<file path="src/rtl/stby_pkg.sv">
package stby_pkg;

    localparam int CNT_W    = 8;
    localparam int CKS_W    = 3;
    localparam int DIV_BASE = 5;
    localparam int EVT_W    = 2;
    localparam int STAT_W   = 2;

    typedef enum logic [1:0] {
        SQ_RUN    = 2'd0,
        SQ_LIGHT  = 2'd1,
        SQ_STBY   = 2'd2,
        SQ_SETTLE = 2'd3
    } seq_state_t;

    typedef enum logic [EVT_W-1:0] {
        EV_NONE = 2'd0,
        EV_NMI  = 2'd1,
        EV_IRL  = 2'd2,
        EV_PER  = 2'd3
    } wake_src_t;

    typedef struct packed {
        logic nmi;
        logic irl;
        logic per;
    } wake_req_t;

    localparam logic [STAT_W-1:0] STAT_NORMAL  = 2'b00;
    localparam logic [STAT_W-1:0] STAT_STANDBY = 2'b01;

    function automatic wake_src_t pick_src(wake_req_t r);
        if (r.nmi)      return EV_NMI;
        else if (r.irl) return EV_IRL;
        else if (r.per) return EV_PER;
        else            return EV_NONE;
    endfunction

    function automatic logic any_req(wake_req_t r);
        return r.nmi | r.irl | r.per;
    endfunction

endpackage

</file>
<file path="src/rtl/stby_prescale.sv">
module stby_prescale #(
    parameter int CKS_W    = stby_pkg::CKS_W,
    parameter int DIV_BASE = stby_pkg::DIV_BASE
) (
    input  logic             clk,
    input  logic             rst,
    input  logic             start,
    input  logic             run,
    input  logic [CKS_W-1:0] cks,
    output logic             tick
);
    localparam int PRE_W = DIV_BASE + (1 << CKS_W) - 1;

    logic [CKS_W-1:0] sel_q;
    logic [PRE_W-1:0] pre_q;
    logic [PRE_W-1:0] mask;

    always_comb begin
        mask = (PRE_W'(1) << (32'(sel_q) + DIV_BASE)) - PRE_W'(1);
        tick = run && ((pre_q & mask) == mask);
    end

    always_ff @(posedge clk) begin
        if (rst) begin
            pre_q <= '0;
            sel_q <= '0;
        end else if (start) begin
            pre_q <= '0;
            sel_q <= cks;
        end else if (run) begin
            pre_q <= pre_q + PRE_W'(1);
        end
    end
endmodule

</file>
<file path="src/rtl/stby_settle_cnt.sv">
module stby_settle_cnt #(
    parameter int CNT_W = stby_pkg::CNT_W
) (
    input  logic             clk,
    input  logic             rst,
    input  logic             start,
    input  logic [CNT_W-1:0] init,
    input  logic             tick,
    output logic             ovf
);
    logic [CNT_W-1:0] cnt_q;

    assign ovf = tick && (&cnt_q);

    always_ff @(posedge clk) begin
        if (rst)        cnt_q <= '0;
        else if (start) cnt_q <= init;
        else if (tick)  cnt_q <= cnt_q + CNT_W'(1);
    end
endmodule

</file>
<file path="src/rtl/stby_seq.sv">
module stby_seq
    import stby_pkg::*;
(
    input  logic       clk,
    input  logic       rst,
    input  logic       sleep_req,
    input  logic       stby_ok,
    input  logic       rtc_used,
    input  wake_req_t  req,
    input  logic       blk_mask,
    input  logic       ovf,
    output seq_state_t state_q,
    output logic       start,
    output wake_src_t  evt_q,
    output logic       wake_q,
    output logic       tclr_q
);
    seq_state_t nxt;
    logic       accept;
    wake_src_t  src;
    wake_req_t  light_req;

    always_comb begin
        light_req     = req;
        light_req.irl = req.irl & ~blk_mask;
        light_req.per = req.per & ~blk_mask;
        nxt    = state_q;
        start  = 1'b0;
        accept = 1'b0;
        src    = EV_NONE;
        unique case (state_q)
            SQ_RUN: begin
                if (sleep_req) nxt = stby_ok ? SQ_STBY : SQ_LIGHT;
            end
            SQ_LIGHT: begin
                if (any_req(light_req)) begin
                    nxt    = SQ_RUN;
                    accept = 1'b1;
                    src    = pick_src(light_req);
                end
            end
            SQ_STBY: begin
                if (any_req(req)) begin
                    nxt    = SQ_SETTLE;
                    start  = 1'b1;
                    accept = 1'b1;
                    src    = pick_src(req);
                end
            end
            SQ_SETTLE: begin
                if (ovf) nxt = SQ_RUN;
            end
            default: nxt = SQ_RUN;
        endcase
    end

    always_ff @(posedge clk) begin
        if (rst) begin
            state_q <= SQ_RUN;
            evt_q   <= EV_NONE;
            wake_q  <= 1'b0;
            tclr_q  <= 1'b0;
        end else begin
            state_q <= nxt;
            if (accept) evt_q <= src;
            wake_q  <= (state_q == SQ_LIGHT && nxt == SQ_RUN) ||
                       (state_q == SQ_SETTLE && nxt == SQ_RUN);
            tclr_q  <= (state_q == SQ_RUN) && (nxt == SQ_STBY) && !rtc_used;
        end
    end
endmodule

</file>
<file path="src/rtl/stby_ctrl.sv">
module stby_ctrl
    import stby_pkg::*;
#(
    parameter int CNT_BITS = stby_pkg::CNT_W,
    parameter int SEL_BITS = stby_pkg::CKS_W,
    parameter int DIV_SHFT = stby_pkg::DIV_BASE
) (
    input  logic                clk,
    input  logic                rst,
    input  logic                mrst,
    input  logic                stby_en,
    input  logic                wdt_run,
    input  logic                rtc_used,
    input  logic                sleep_req,
    input  logic                nmi,
    input  logic                irl,
    input  logic                per_irq,
    input  logic                per_irq_en,
    input  logic                blk_mask,
    input  logic [CNT_BITS-1:0] cnt_init,
    input  logic [SEL_BITS-1:0] cks,
    output logic                clk_en,
    output logic [STAT_W-1:0]   status,
    output logic [EVT_W-1:0]    intevt,
    output logic                wake_irq,
    output logic                tstr_clr
);
    logic       rst_all;
    wake_req_t  req;
    seq_state_t state;
    wake_src_t  evt;
    logic       start, tick, ovf;
    logic       settling, stby_idle;

    assign rst_all = rst | mrst;
    assign req     = '{nmi: nmi, irl: irl, per: per_irq & per_irq_en};

    stby_seq u_seq (
        .clk      (clk),
        .rst      (rst_all),
        .sleep_req(sleep_req),
        .stby_ok  (stby_en & ~wdt_run),
        .rtc_used (rtc_used),
        .req      (req),
        .blk_mask (blk_mask),
        .ovf      (ovf),
        .state_q  (state),
        .start    (start),
        .evt_q    (evt),
        .wake_q   (wake_irq),
        .tclr_q   (tstr_clr)
    );

    stby_prescale #(.CKS_W(SEL_BITS), .DIV_BASE(DIV_SHFT)) u_pre (
        .clk  (clk),
        .rst  (rst_all),
        .start(start),
        .run  (settling),
        .cks  (cks),
        .tick (tick)
    );

    stby_settle_cnt #(.CNT_W(CNT_BITS)) u_cnt (
        .clk  (clk),
        .rst  (rst_all),
        .start(start),
        .init (cnt_init),
        .tick (tick),
        .ovf  (ovf)
    );

    assign settling  = (state == SQ_SETTLE);
    assign stby_idle = (state == SQ_STBY);
    assign clk_en    = (state == SQ_RUN);
    assign status    = (settling || stby_idle) ? STAT_STANDBY : STAT_NORMAL;
    assign intevt    = evt;
endmodule

</file>
<file path="config.mk">
export PLATFORM = sky130hd
export DESIGN_NAME = stby_ctrl
export DESIGN_NICKNAME = d
export VERILOG_FILES = /design/src/rtl/stby_pkg.sv /design/src/rtl/stby_prescale.sv /design/src/rtl/stby_settle_cnt.sv /design/src/rtl/stby_seq.sv /design/src/rtl/stby_ctrl.sv
export SDC_FILE = /design/constraint.sdc
export NUM_CORES = 1
export LEC_CHECK = 0
export BUFFER_PORTS_ARGS = -buffer_cell sky130_fd_sc_hd__buf_2
export CAP_MARGIN = 20
export CORE_UTILIZATION = 40
export DETAILED_ROUTE_END_ITERATION = 6
export GPL_TIMING_DRIVEN = 0
export SYNTH_ARGS = -nofsm -noshare
export SYNTH_HDL_FRONTEND = slang
export SYNTH_HIERARCHICAL = 1
export SYNTH_SLANG_ARGS = --single-unit
</file>
<file path="constraint.sdc">
create_clock -name clk -period 4 [get_ports clk]
set_input_delay 0.4 -clock clk [delete_from_list [all_inputs] [get_ports clk]]
set_output_delay 0.4 -clock clk [all_outputs]
set_load 0.02 [all_outputs]
</file>
* Word-level counts from Yosys, hierarchy flattened *
Cells that the tools add are included.

cells by class
  muxes and demuxes = 22
  bitwise operators = 12
  $add $sub $neg = 4
  equality and inequality tests = 5
  shifts and indexed selects = 1
  reduce and logical (&&, ||, !) cells = 14

operators by type and width
  cell                   number
  $shl 1x32->12 const A  1
  $mux 2                 13
  $mux 8                 2
  $add 12x1->12 const B  1
  $and 12x12->12         1
  $eq 12x12->1           1
  $sub 12x2->12 const B  1
  $add 8x1->8 const B    1
  $pmux 2 s4             1
  $reduce_and 8->1       1
  $eq 2x2->1 const B     3
  $logic_and 1x1->1      6
  $or 1x1->1             5
  $add 3x3->4 const B    1
  $and 1x1->1            4
  $logic_not 2->1        2
  $mux 1                 4
  $pmux 2 s2             1
  $eq 2x1->1 const B     1
  $logic_or 1x1->1       2
  $not 1->1              2
  $pmux 1 s2             1
  $reduce_bool 2->1      1
  $reduce_or 2->1        1
  $logic_not 1->1        1

storage, ports and cells
  flip-flop bits (word level) = 29
  output and inout bits = 7

* Longest topological paths before layout *
  depth after elaboration = 12
  mapped depth = 11
  gate-level depth less buffers = 11

* Cells and area by module *
The synthesis kept the hierarchy.

by module, submodules not included
  module           instances  cells an instance  area each (sq um)
  stby_prescale    1          88                 774.5
  stby_seq         1          48                 419.2
  stby_settle_cnt  1          50                 411.6
  stby_ctrl        1          8                  43.8

* Least setup slack after synthesis *
Ideal clock, no wire load.

  path kind = register to register
  start point = reg u_seq.state_q[1]
  end point = reg u_seq.tclr_q
  data required time = 3883 ps
  cell stages (with the launch flop) = 12
  setup time = 117 ps
  slack = 1774 ps
  data arrival time = 2109 ps
  cell sequence = dfxtp_1 -> and2_1 -> buf_4 -> o2111ai_1 -> a211oi_1 -> o2111a_1 -> nand3_1 -> nor3_1 -> nand2b_1 -> o311ai_4 -> o221a_2 -> and4b_1

between the ends
  word-level cells in the longest chain between the ends = 8

ends and longest elaborated chain
  item                            RTL line               RTL
  start, declared                 stby_seq.sv:12         output seq_state_t state_q,
  start signal, assigned          stby_seq.sv:64         state_q <= nxt;
  $eq 2x2->1                      stby_ctrl.sv:72        assign settling = (state == SQ_SETTLE);
  net settling                    stby_ctrl.sv:33        logic settling, stby_idle;
  $logic_and 1x1->1               stby_prescale.sv:20    tick = run && ((pre_q & mask) == mask);
  net tick                        stby_ctrl.sv:32        logic start, tick, ovf;
  $logic_and 1x1->1               stby_settle_cnt.sv:13  assign ovf = tick && (&cnt_q);
  net ovf                         stby_ctrl.sv:32
  $mux 2                          stby_seq.sv:51         if (ovf) nxt = SQ_RUN;
  $pmux 2 s4                      stby_seq.sv:31         unique case (state_q)
  $eq 2x2->1                      stby_seq.sv:68         tclr_q <= (state_q == SQ_RUN) && (nxt == SQ_STBY) && !rtc_used;
  $logic_and 1x1->1 (2 in a row)  stby_seq.sv:68
  end signal, assigned            stby_seq.sv:68
  end, declared                   stby_seq.sv:16         output logic tclr_q

The timed path passes the listed nets, and every way through them passes these cells.
A chain may end at the register's enable or synchronous reset.

* Worst setup path after layout *
Same ends and word-level chain as after synthesis.

==> metrics.md <==
| Metric | Value |
|---|---|
| Post-placement cell area | between 0.0015 and 0.002 mm² |
| Power Density | roughly 300 mW/mm² |
| Run status | finished, final reports clean |
| Setup slack of the most critical reg-to-reg path | 1.46 ns |
| Clock slew at the register clock pins of the worst setup and hold paths | roughly 0.060 ns |
| Overall Global Routing Usage | between 15 and 20% |
| Gate Count Post-Synth | 194 |
| TritonCTS clock tree | done |
| R2r startpoint | u_seq/state_q[1] |
| Number of synthesized register bits | 29 |
| Most used DFF post-synth | dfxtp_1 |
| Slowest cell on the critical path | dfxtp_1 |
| Proportion of synthesized area in mux cells | about 3.1% |
| Final-layout worst hold slack | between 0.3 and 0.4 ns |
| Routed wire length | about 3100 µm |
| Number of unique standard cell types used by synthesis | 46 |
| Clk root buf | clkbuf_8 |
| Iteration-0 DRC count of the detailed router | 71 |
| Initial core utilization | 43.4% |
| Max clock buf depth | 2 |
| Number of nets with antenna violations after routing | 0 |
| Worst setup slack after placement | 1.44 ns |
| Via count | about 1400 |
| Maximum fanout count along the critical path | 7 |
| Buffers inserted by post-CTS timing repair | 0 |
| Achievable Freq | about 390 MHz |
| HPWL after detailed placement | 2450 µm |
| Number of global-route vias before repair | roughly 1300 |
| Relative area change from synthesis to final layout | 17.4% |
| Headroom to the max-slew limit | between 60% and 70% |
| Number of endpoints with negative hold slack in the final report | 0 |
| Horizontal die dimension | roughly 66 µm |
| Share of synthesized area occupied by flip-flops and latches | a little over a third |
| Number of nets at the end of the flow | around 260 |
| Xor and xnor fraction of the mapped netlist area | 6.90% |
| Full die area | approximately 0.0044 mm² |
| Slew at the pin closest to its max-slew limit | roughly 0.56 ns |
| End of the worst register-to-register path | u_seq/tclr_q |
| Netlist area before placement | approximately 0.0016 mm² |
| Number of filler instances in the final layout | 386 |
| Critical Path Source Type | flip-flop |
| Share of the synthesized area in compound gates (AO/OA/AOI/OAI) | 17.7% |
| Period Utilization, post-route | a little under two thirds |
| Critical path capture point type | flip-flop |
| Worst Reg2Reg Path Length in Cells | 11 |
| Worst hold path class | in2reg |
| Post-synthesis average cell area | 8.50 µm² |
| Number of sinks on the clock net | 29 |
| Initial antenna violation count | 0 |
| Final std cells w/o fill | ~280 |
| Die outline height | 66.2 µm |
| Count of buffers inserted at the top-level ports | 28 |
| Crit. Startpoint | u_seq/state_q[1] |
| CTS Hold Buffers Added | 0 |
| Unrepaired setup endpoints after global routing | false |
| WHS Endpoint | u_pre/sel_q[0] |
| Ordered list of cells on the worst path | and2_1 -> buf_4 -> o2111ai_1 -> a211oi_1 -> o2111a_1 -> nand3_1 -> nor3_1 -> nand2b_1 -> o311ai_4 -> o221a_2 -> and4b_1 |
| Core Area | approximately 0.0038 mm² |
| Worst IR drop on VDD | about 0.13 mV |
| DRC violation count after routing | 0 |
| Yosys warning total | 6 |
| H-tree depth | 2 |
| Cells on Worst Hold Path | 3 |
| Total design power | roughly 0.59 mW |
| Number of primary I/O pins | 30 |
| Min Tclk post-route | 2.54 ns |
| Share of post-route cells with drive strength above 1 | 19.9% |
| Share of the core filled with cells in the final layout | just over 50% |
| Largest net degree at the start of global routing | 11 |
| Pins over their slew limit | 0 |
| Post-CTS resize count | 0 |
| Wire length of the first global-routing pass | ~5600 µm |
| Final setup slack of the worst path | 1.46 ns |
| Final setup violation count | 0 |
| Antenna diode count | 0 |
| Largest delay share family, worst path | compound AO/OA/AOI/OAI gates |
| CP peak stage delay | approximately 0.44 ns |
| Overflow left after global routing | 0 |
| Setup_tns | 0 ns |
| Post-route cell area | around 0.0019 mm² |
| Cell Rows | 22 |
| Min-delay src | cks[0] |
| Maximum capacitance violations | 0 |
| Number of flops mapped to enable cells by yosys | 0 |
| Post-Route Skew | 0.00858 ns |
| Proportion of register bits with asynchronous set or reset after synthesis | 0% |
| Placed cell count | ~270 |
| Share of synthesized cell area in full adder, half adder and majority cells | 6.07% |
| Crit path kind | reg2reg |
| Detailed-routing iteration count for the pre-antenna-repair pass | 4 |
| Latest clock arrival within the worst-skew pair | ~0.28 ns |
| Leakage component of the power | 0.770 nW |
| Data arrival, critical path | 2.71 ns |
| Routability cong. | between 0.7 and 0.8 |
| Share of synthesized cell area in and, or, nand and nor gates | about a quarter |
| Cts bufs inserted | 5 |
| Worst Path Required | about 4.2 ns |
| Number of buffers and inverters on the critical path | 1 |
| Routed wire length per instance | roughly 11 µm |
| Routed vias/inst | approximately 5 |
| Main combinational cell family by area after synthesis | simple AND/OR/NAND/NOR gates |
==> cell usage in the layout, fill, tap and decap left out, drive strengths merged, types with 3 or more instances in the layout <==
cell | netlist | routed
a311oi | 4 | 4
xnor2 | 5 | 5
ha | 8 | 8
or3 | 5 | 5
nand2 | 15 | 15
nand4 | 6 | 6
nor2 | 27 | 27
clkbuf | 3 | 9
dfxtp | 29 | 29
a21oi | 13 | 13
a211oi | 4 | 4
o21ai | 8 | 8
xor2 | 8 | 8
buf | 3 | 31
nand3 | 4 | 4
inv | 11 | 11
conb | 2 | 3
nor3 | 6 | 6
nor2b | 3 | 3
mux2i | 4 | 4
==> synth_stat cells, drive strengths merged, types with 3 or more instances <==
master	number	share of area, %
a211oi	4	1.8
a21oi	13	3.9
a311oi	4	2.1
buf	3	1.1
clkbuf	3	0.68
dfxtp	29	35
ha	8	6.1
inv	11	2.5
mux2i	4	2.4
nand2	15	3.4
nand3	4	1.2
nand4	6	3.9
nor2	27	6.1
nor2b	3	1.1
nor3	6	1.8
o21ai	8	2.4
or3	5	1.9
xnor2	5	2.7
xor2	8	4.2
==> metal layers <==
metal / vias up / part of all wire, % / wire [µm] / global-route usage [%]
li1: 755 / - / - / -
met1: 629 / 48 / 1480 / 21.0
met2: 31 / 45 / 1410 / 27.3
met3: 7 / 4.9 / 151 / 5.34
met4: 0 / 2.0 / 61 / 8.78
met5: - / 0 / 0 / 0
==> logic make-up after synthesis <==
family                     after synthesis
xor gates and xnor gates                13
buffers and inverters                   17
AOI/OAI and AO/OA                       41
adders and majority gates                8
and+or+nand+nor                         79
DFF                                     29
muxes                                    5
other                                    2
==> sequential cells by signal, indices dropped and copies added, names as in the netlist <==
name	flops
u_seq/state_q	2
u_seq/evt_q	2
u_seq/tclr_q	1
u_cnt/cnt_q	8
u_seq/wake_q	1
u_pre/pre_q	12
u_pre/sel_q	3
==> worst max path at each step <==
| stage | depth (start not counted) | endpoint | slack (ns) |
|---|---|---|---|
| final | 11 | u_seq/tclr_q | 1.46 |
| after global routing | 11 | u_seq/wake_q | 1.15 |
| after CTS | 11 | u_seq/wake_q | 1.42 |
| after detailed placement | 11 | u_seq/tclr_q | 1.44 |
| after global placement | 11 | u_seq/tclr_q | 1.41 |
| after floorplan | 11 | u_seq/tclr_q | 1.77 |
==> final cells by class <==
| type | count | area (µm²) | share of cell area (%) |
|---|---|---|---|
| clock buffer | 6 | 72.6 | 3.75 |
| timing repair buffer | 28 | 140 | 7.24 |
| sequential | 29 | 581 | 30.0 |
| inverter | 11 | 41.3 | 2.13 |
| multi-input combinational | 149 | 1000 | 51.7 |
| tap | 48 | 60.1 | 3.10 |
| buffer | 6 | 30.0 | 1.55 |
| clock inverter | 2 | 10.0 | 0.517 |
==> worst min-delay path, cell delays in order <==
cell     delay (ns)
buf_2          0.07
mux2i_1        0.05
nor2_1         0.07
==> power breakdown <==
part	switching, mW	total [mW]	internal (mW)
registers	0.00473	0.298	0.293
clock network	0.105	0.225	0.120
logic	0.0372	0.0677	0.0306
total	0.147	0.590	0.443
(Power assumes the default switching activity.)
